[src/rtl/sic_pkg.sv]
package sic_pkg;
    localparam int SIC_ADDR_W = 4;

    typedef enum logic [SIC_ADDR_W-1:0] {
        WORD_STATUS  = 4'd0,
        WORD_RAW     = 4'd1,
        WORD_EN      = 4'd2,
        WORD_ENCLR   = 4'd3,
        WORD_SOFT    = 4'd4,
        WORD_SOFTCLR = 4'd5,
        WORD_ROUTE   = 4'd8,
        WORD_RTCLR   = 4'd9
    } sic_word_e;

    typedef enum logic [0:0] {
        RD_IDLE = 1'b0,
        RD_RESP = 1'b1
    } sic_rd_state_e;

    // Build a mask with ones from bit lo to bit hi inclusive.
    function automatic logic [31:0] span_mask(input int lo, input int hi);
        logic [31:0] m;
        m = '0;
        for (int i = 0; i < 32; i++) begin
            if (i >= lo && i <= hi) m[i] = 1'b1;
        end
        return m;
    endfunction
endpackage

[src/rtl/sic_regs.sv]
module sic_regs
    import sic_pkg::*;
#(
    parameter int N_IRQ    = 32,
    parameter int ROUTE_LO = 21,
    parameter int ROUTE_HI = 30
) (
    input  logic                  clk,
    input  logic                  rst,
    input  logic [N_IRQ-1:0]      irq_in,
    input  logic [SIC_ADDR_W-1:0] addr,
    input  logic                  wr_en,
    input  logic [N_IRQ-1:0]      wr_data,
    output logic [N_IRQ-1:0]      level_q,
    output logic [N_IRQ-1:0]      en_q,
    output logic [N_IRQ-1:0]      route_q,
    output logic [N_IRQ-1:0]      level_d,
    output logic [N_IRQ-1:0]      en_d,
    output logic [N_IRQ-1:0]      route_d
);
    localparam logic [31:0] ROUTE_SPAN = span_mask(ROUTE_LO, ROUTE_HI);
    localparam logic [N_IRQ-1:0] ROUTE_OK = ROUTE_SPAN[N_IRQ-1:0];
    localparam logic [N_IRQ-1:0] BIT0 = {{(N_IRQ-1){1'b0}}, 1'b1};

    logic data_nz;
    assign data_nz = |wr_data;
    assign level_d = irq_in;

    always_comb begin
        en_d    = en_q;
        route_d = route_q;
        if (wr_en) begin
            unique case (addr)
                WORD_EN:      en_d    = en_q | wr_data;
                WORD_ENCLR:   en_d    = en_q & ~wr_data;
                WORD_SOFT:    if (data_nz) en_d = en_q | BIT0;
                WORD_SOFTCLR: if (data_nz) en_d = en_q & ~BIT0;
                WORD_ROUTE:   route_d = route_q | (wr_data & ROUTE_OK);
                WORD_RTCLR:   route_d = route_q & ~wr_data;
                default: ;
            endcase
        end
    end

    always_ff @(posedge clk) begin
        if (rst) begin
            level_q <= '0;
            en_q    <= '0;
            route_q <= '0;
        end else begin
            level_q <= level_d;
            en_q    <= en_d;
            route_q <= route_d;
        end
    end

    assert_route_span_R6: assert property (@(posedge clk) disable iff (rst)
        (route_q & ~ROUTE_OK) == '0);

    assert_unlisted_write_R10: assert property (@(posedge clk) disable iff (rst)
        (wr_en && (addr inside {4'd6, 4'd7, [4'd10:4'd15]}))
            |=> ($stable(en_q) && $stable(route_q)));
endmodule

[src/rtl/sic_outs.sv]
module sic_outs #(
    parameter int N_IRQ = 32
) (
    input  logic             clk,
    input  logic             rst,
    input  logic [N_IRQ-1:0] level_d,
    input  logic [N_IRQ-1:0] en_d,
    input  logic [N_IRQ-1:0] route_d,
    input  logic [N_IRQ-1:0] level_q,
    input  logic [N_IRQ-1:0] en_q,
    input  logic [N_IRQ-1:0] route_q,
    output logic             comb_irq,
    output logic [N_IRQ-1:0] route_irq
);
    always_ff @(posedge clk) begin
        if (rst) begin
            comb_irq  <= 1'b0;
            route_irq <= '0;
        end else begin
            comb_irq  <= |(level_d & en_d);
            route_irq <= level_d & route_d;
        end
    end

    assert_comb_tracks_R8: assert property (@(posedge clk) disable iff (rst)
        comb_irq == (|(level_q & en_q)));

    assert_route_tracks_R7: assert property (@(posedge clk) disable iff (rst)
        route_irq == (level_q & route_q));
endmodule

[src/rtl/sic_rdport.sv]
module sic_rdport
    import sic_pkg::*;
#(
    parameter int N_IRQ = 32
) (
    input  logic                  clk,
    input  logic                  rst,
    input  logic                  rd_en,
    input  logic [SIC_ADDR_W-1:0] addr,
    input  logic [N_IRQ-1:0]      level_q,
    input  logic [N_IRQ-1:0]      en_q,
    input  logic [N_IRQ-1:0]      route_q,
    output logic [N_IRQ-1:0]      rd_data,
    output logic                  rd_valid
);
    sic_rd_state_e state_q, state_d;
    logic [N_IRQ-1:0] sel_word, data_q;

    always_comb begin
        sel_word = '0;
        unique case (addr)
            WORD_STATUS: sel_word = level_q & en_q;
            WORD_RAW:    sel_word = level_q;
            WORD_EN:     sel_word = en_q;
            WORD_SOFT:   sel_word = {{(N_IRQ-1){1'b0}}, level_q[0]};
            WORD_ROUTE:  sel_word = route_q;
            default:     sel_word = '0;
        endcase
    end

    always_comb begin
        state_d = state_q;
        unique case (state_q)
            RD_IDLE: if (rd_en) state_d = RD_RESP;
            RD_RESP: if (!rd_en) state_d = RD_IDLE;
            default: state_d = RD_IDLE;
        endcase
    end

    always_ff @(posedge clk) begin
        if (rst) begin
            state_q <= RD_IDLE;
            data_q  <= '0;
        end else begin
            state_q <= state_d;
            if (rd_en) data_q <= sel_word;
        end
    end

    always_comb begin
        rd_valid = 1'b0;
        rd_data  = '0;
        unique case (state_q)
            RD_IDLE: ;
            RD_RESP: begin
                rd_valid = 1'b1;
                rd_data  = data_q;
            end
            default: ;
        endcase
    end

    assert_rvalid_follows_R9: assert property (@(posedge clk) disable iff (rst)
        rd_en |=> rd_valid);

    assert_rvalid_quiet_R9: assert property (@(posedge clk) disable iff (rst)
        !rd_en |=> !rd_valid);
endmodule

[src/rtl/sic_passthru.sv]
module sic_passthru
    import sic_pkg::*;
#(
    parameter int N_IRQ    = 32,
    parameter int ROUTE_LO = 21,
    parameter int ROUTE_HI = 30
) (
    input  logic                  clk,
    input  logic                  rst,
    input  logic [N_IRQ-1:0]      irq_in,
    input  logic [SIC_ADDR_W-1:0] addr,
    input  logic                  wr_en,
    input  logic                  rd_en,
    input  logic [N_IRQ-1:0]      wr_data,
    output logic [N_IRQ-1:0]      rd_data,
    output logic                  rd_valid,
    output logic [N_IRQ-1:0]      raw_lvl,
    output logic                  comb_irq,
    output logic [N_IRQ-1:0]      route_irq
);
    logic [N_IRQ-1:0] level_q, en_q, route_q, level_d, en_d, route_d;

    sic_regs #(.N_IRQ(N_IRQ), .ROUTE_LO(ROUTE_LO), .ROUTE_HI(ROUTE_HI)) u_regs (
        .clk(clk), .rst(rst), .irq_in(irq_in), .addr(addr), .wr_en(wr_en),
        .wr_data(wr_data), .level_q(level_q), .en_q(en_q), .route_q(route_q),
        .level_d(level_d), .en_d(en_d), .route_d(route_d)
    );

    sic_outs #(.N_IRQ(N_IRQ)) u_outs (
        .clk(clk), .rst(rst), .level_d(level_d), .en_d(en_d), .route_d(route_d),
        .level_q(level_q), .en_q(en_q), .route_q(route_q),
        .comb_irq(comb_irq), .route_irq(route_irq)
    );

    sic_rdport #(.N_IRQ(N_IRQ)) u_rdport (
        .clk(clk), .rst(rst), .rd_en(rd_en), .addr(addr), .level_q(level_q),
        .en_q(en_q), .route_q(route_q), .rd_data(rd_data), .rd_valid(rd_valid)
    );

    assign raw_lvl = level_q;

    assert_reset_quiet_R1: assert property (@(posedge clk)
        rst |=> (raw_lvl == '0 && !comb_irq && route_irq == '0 && !rd_valid));
endmodule

[config.mk]
export PLATFORM = sky130hd
export DESIGN_NAME = sic_passthru
export DESIGN_NICKNAME = d
export VERILOG_FILES = /design/src/rtl/sic_pkg.sv /design/src/rtl/sic_regs.sv /design/src/rtl/sic_outs.sv /design/src/rtl/sic_rdport.sv /design/src/rtl/sic_passthru.sv
export SDC_FILE = /design/constraint.sdc
export NUM_CORES = 1
export LEC_CHECK = 0
export BUFFER_PORTS_ARGS = -buffer_cell sky130_fd_sc_hd__buf_2
export CORE_MARGIN = 2
export CORE_UTILIZATION = 40
export CTS_CLUSTER_DIAMETER = 150
export DETAILED_ROUTE_END_ITERATION = 10
export HOLD_SLACK_MARGIN = 0.15
export SKIP_LAST_GASP = 1
export SLEW_MARGIN = 10
export SYNTH_ARGS = -nofsm -noshare
export SYNTH_HDL_FRONTEND = slang
export SYNTH_SLANG_ARGS = --single-unit
[constraint.sdc]
create_clock -name clk -period 2.9 [get_ports clk]
set_input_delay 0.58 -clock clk [delete_from_list [all_inputs] [get_ports clk]]
set_output_delay 0.58 -clock clk [all_outputs]
set_load 0.05 [all_outputs]
**Yosys cells after proc, flatten, opt, wreduce, memory -nomap -nowiden**

Index checks and enable logic that the tools add are counted.

- Reductions and logical operators: 3
- Bitwise gates (word level): 8
- Muxes and demuxes: 10
- Equality and inequality tests: 7

Operator list:

| kind | number |
|---|---|
| $and A32 B32 Y32 | 5 |
| $pmux W32 S5 | 1 |
| $pmux W32 S4 | 1 |
| $mux W32 | 3 |
| $pmux W32 S2 | 1 |
| $reduce_or A32 Y1 | 2 |
| $not A32 Y32 | 1 |
| $or A32 B31 Y32 | 1 |
| $or A32 B32 Y32 | 1 |
| $eq A4 B2 Y1 const B | 2 |
| $eq A4 B3 Y1 const B | 2 |
| $eq A4 B4 Y1 const B | 2 |
| $eq A4 B1 Y1 const B | 1 |
| $logic_not A4 Y1 | 1 |
| $mux W1 | 4 |

- Input bits: 72
- Word-level logic and storage cells: 35
- Bits in registers: 162

**Longest topological paths before layout**

- Depth after elaboration: 6
- Gate-level depth with buffers: 9

**Modules after synthesis**

Synthesis repeated with hierarchy kept, for this count alone.

- Cells, all modules: 928
- Area total of the unflattened synthesis: 7,886.3 um2

Modules (own cells, without submodules):

| module | cells each | instances | seq. area each (um2) | area an instance (um2) |
|---|---|---|---|---|
| sic_regs | 456 | 1 | 1,921.8 | 3,890.0 |
| sic_rdport | 382 | 1 | 660.6 | 2,954.1 |
| sic_outs | 90 | 1 | 660.6 | 1,042.2 |

**Worst setup path before layout**

OpenSTA, ideal clock, no wires.

- Path kind: input to register
- Start: in wr_en
- End: reg u_outs.comb_irq
- Setup time: 0.138 ns
- Arrival: 2.061 ns
- Stages on the path: 8
- Data required time: 2.762 ns
- Path slack: 0.701 ns
- Cell sequence: buf_2 -> and4bb_1 -> buf_4 -> nand2_1 -> mux2_4 -> a2111oi_2 -> and4_1 -> a41oi_1

- Cells in the longest elaborated chain, start to end: 3

Ends and longest elaborated chain:

| element | RTL line | RTL |
|---|---|---|
| start: declaration | sic_passthru.sv:12 | `input logic wr_en,` |
| $mux W32 | sic_regs.sv:32 | `if (wr_en) begin` |
| $and A32 B32 Y32 | sic_outs.sv:20 | `comb_irq <= \|(level_d & en_d);` |
| $reduce_or A32 Y1 | sic_outs.sv:20 |  |
| end signal: assignment | sic_outs.sv:20 |  |
| end: declaration | sic_outs.sv:12 | `output logic comb_irq,` |

Every way passes these cells.
A chain may end at the register's enable or synchronous reset.

**Final worst setup path**

- Start: in addr[1]
- End: reg u_outs.comb_irq

- Cells in the longest elaborated chain, start to end: 5
- Elaborated cells between the ends (all ways): 8

Ends and longest elaborated chain:

| element | RTL line | RTL |
|---|---|---|
| start: declaration | sic_passthru.sv:11 | `input logic [SIC_ADDR_W-1:0] addr,` |
| $eq A4 B3 Y1 or $eq A4 B2 Y1 (tied branches) | sic_regs.sv:33 | `unique case (addr)` |
| $pmux W32 S4 * | sic_regs.sv:33 |  |
| $mux W32 * | sic_regs.sv:32 |  |
| $and A32 B32 Y32 * | sic_outs.sv:20 |  |
| $reduce_or A32 Y1 * | sic_outs.sv:20 |  |

Every way passes the cells marked *; elsewhere a longest branch is shown, timed or not.

==> impl_metrics.ini <==
[floorplan]
fp.dieW_um = 133
pin_count = 170
row_count = 47
core-area_um2 = 16400
die_area_um2 = 17600
die_h_um = 133
initial_utilization_pct = 40.5

[pwr]
ir_worst_vdd_mv = 0.421
power_w = 0.00508
p_leak_nw = 3.86
p_per_area_nw_per_um2 = 603

[clock_tree]
root_buffer = clkbuf_16
numCtsBuffers = 17
cts_htree_levels = 4
cts_buffer_depth = 2
cts_tree = yes
cts.clk_slew.worst_paths_ns = 0.07
cts_setup_buffers = 0
cts_hold_buf = 0
cts_resized = 0
clock_latency_ns = 0.43
cts.sinks = 162

[min_path]
hold_class = input pin to flip-flop

[grt]
grt_overflow = 0
grt_pass1_vias = 5722
antenna_found_initial = 0
grt_max_degree = 52
grt_pass1_wl_um = 31700
grtUsageTotal_pct = 23.1

[final_layout]
drive_above_1_share_pct = 26.0
layoutNonFillerInstCount = 1135
finish.net_count = 974
mostFrequentLayoutCells = buf_2, dfxtp_1, nor2_1
diodes = 0
area_growth_pct = 27.1
final_common_cell = buf_2

[yosys]
ys_warn_count = 0
synth_fp_nets = 811
synth_edf_count = 0
ys_async_sr_fraction_pct = 0
synth_ff_type = dfxtp_1
synth_seq_area_share_pct = 48.9
synth_area_per_cell_um2 = 8.98
syn-cell-area_um2 = 6640
netlist_instances = 739
synth_cell_types = 46
ys_ff_latch = 162

[status]
status = finished clean

[place]
gp_congestion = 0.873
dp_hpwl_um = 14700
portBuffers = 169
dp.cells = 1103

[timing]
relSlewSlack_pct = 50.3
max_freq_mhz = 421
finClkSkew_ns = 0.00713
setup_viol = 0
min_period_over_period_pct = 81.8
rsz0062_at_grt = false
tightest_slew_ns = 0.745
finalHoldViolations = 0
setup_tns_ns = 0
fin_crit_ns = 2.37
finalMaxSlewViolations = 0

[setup_path]
cp_slowest_stage_delay_ns = 0.53
cp.buffers_inverters = 2
endpoint_kind = flip-flop
critPathArrivalTime_ns = 2.67
worstSetupPathType = input pin to flip-flop
startpoint_type = input pin
path_cells = buf_2 > and4bb_1 > buf_4 > nand2_1 > mux2i_1 > a2111oi_0 > and4_1 > a41oi_1
critPathMaxFanout = 12
path_delay_family = simple AND/OR/NAND/NOR gates
critPathRequiredTime_ns = 3.20
critical-path-slowest-cell = and4bb_1

[detailed_routing]
first_pass_iters = 5
drcViolationCount = 0
ant_nets = 0
via_per_inst = 5.33
detail_route.wl_per_cell_um = 18.0
wl_um = 20500
vias = 6055
drt_iter0_drc = 581

[run]
drv_cap = 0
[path summary, 6_finish.rpt]
path / start / end / slack [ns] / cells after the start
setup / recovery: addr[1] / u_outs.comb_irq / 0.53 / 8
hold / removal: wr_data[8] / u_regs.route_q[8] / 0.39 / 2
setup reg to reg: u_regs.en_q[16] / u_outs.comb_irq / 1.33 / 6
hold reg to reg: u_regs.route_q[15] / u_regs.route_q[15] / 0.45 / 2
[worst register-to-register path, cell delays in order, from the launching register on]
cell,delay [ns]
dfxtp_1,0.33
nand2_1,0.07
a21oi_1,0.04
a41o_1,0.21
a2111oi_0,0.43
and4_1,0.28
a41oi_1,0.10
[report_power, final]
group / internal (W) / switching (W)
sequential: 0.00226 / 0.0000273
combinational: 0.000138 / 0.000316
clock: 0.00140 / 0.000940
total: 0.00380 / 0.00128
[sequential cells by signal, summed over array words and instances, names as in the netlist]
register,count
u_rdport.data_q,32
u_outs.route_irq,32
u_regs.level_q,32
u_rdport.state_q,1
u_regs.en_q,32
u_outs.comb_irq,1
u_regs.route_q,32
[final cells by class]
type                            count  area (um^2)
Clock buffer                       20          457
Clock inverter                     12          156
Fill cell                        1577         7970
Inverter                            5         18.8
Multi-Input combinational cell    519         3180
Sequential cell                   162         3240
Tap cell                          220          275
Timing Repair Buffer              197         1110
[synth_stat cells (5+ instances only)]
master / count / area share, %
dfxtp_1: 162 / 49
nor2_1: 88 / 5.0
a21oi_1: 77 / 5.8
and2_1: 64 / 6.0
nor2b_1: 55 / 5.2
nand2_1: 48 / 2.7
clkbuf_1: 40 / 2.3
a222oi_1: 32 / 4.8
a21o_1: 31 / 3.5
nand2b_1: 22 / 2.1
o21ai_0: 13 / 0.98
mux2_1: 11 / 1.9
nor4_1: 10 / 0.94
a22oi_1: 8 / 0.90
nand3_1: 8 / 0.60
buf_2: 7 / 0.53
o31ai_1: 7 / 0.79
a41o_1: 6 / 0.90
inv_1: 5 / 0.28
o21ai_1: 5 / 0.38
[through the flow]
step	instance area, um^2	setup WS [ns]	hold slack, ns	util, %
2_1_floorplan	6640	0.701	0.430	-
3_3_place_gp	7830	0.108	0.442	47.7
3_5_place_dp	7830	0.156	0.449	47.7
4_1_cts	8440	0.528	0.370	51.4
5_1_grt	8440	0.322	0.376	51.4
6_report	8440	0.526	0.390	51.4
[cell families after synthesis]
kind of cell               count (synthesis)  synth area share (%)
buffers and inverters                     58                  3.69
AOI/OAI and AO/OA                        189                  19.5
xor gates and xnor gates                   1                 0.132
adders and majority gates                  1                 0.151
and+or+nand+nor                          310                  24.5
DFF                                      162                  48.9
muxes                                     18                  3.17
[per-layer routing]
metal	up-vias	wire length, um	global-route usage, %
met5	-	0	0
met4	0	453	9.14
met3	30	1320	4.48
met2	256	9430	37.1
met1	2831	9250	30.7
li1	2938	-	-
Note: power is estimated with default switching activity, not from simulation.
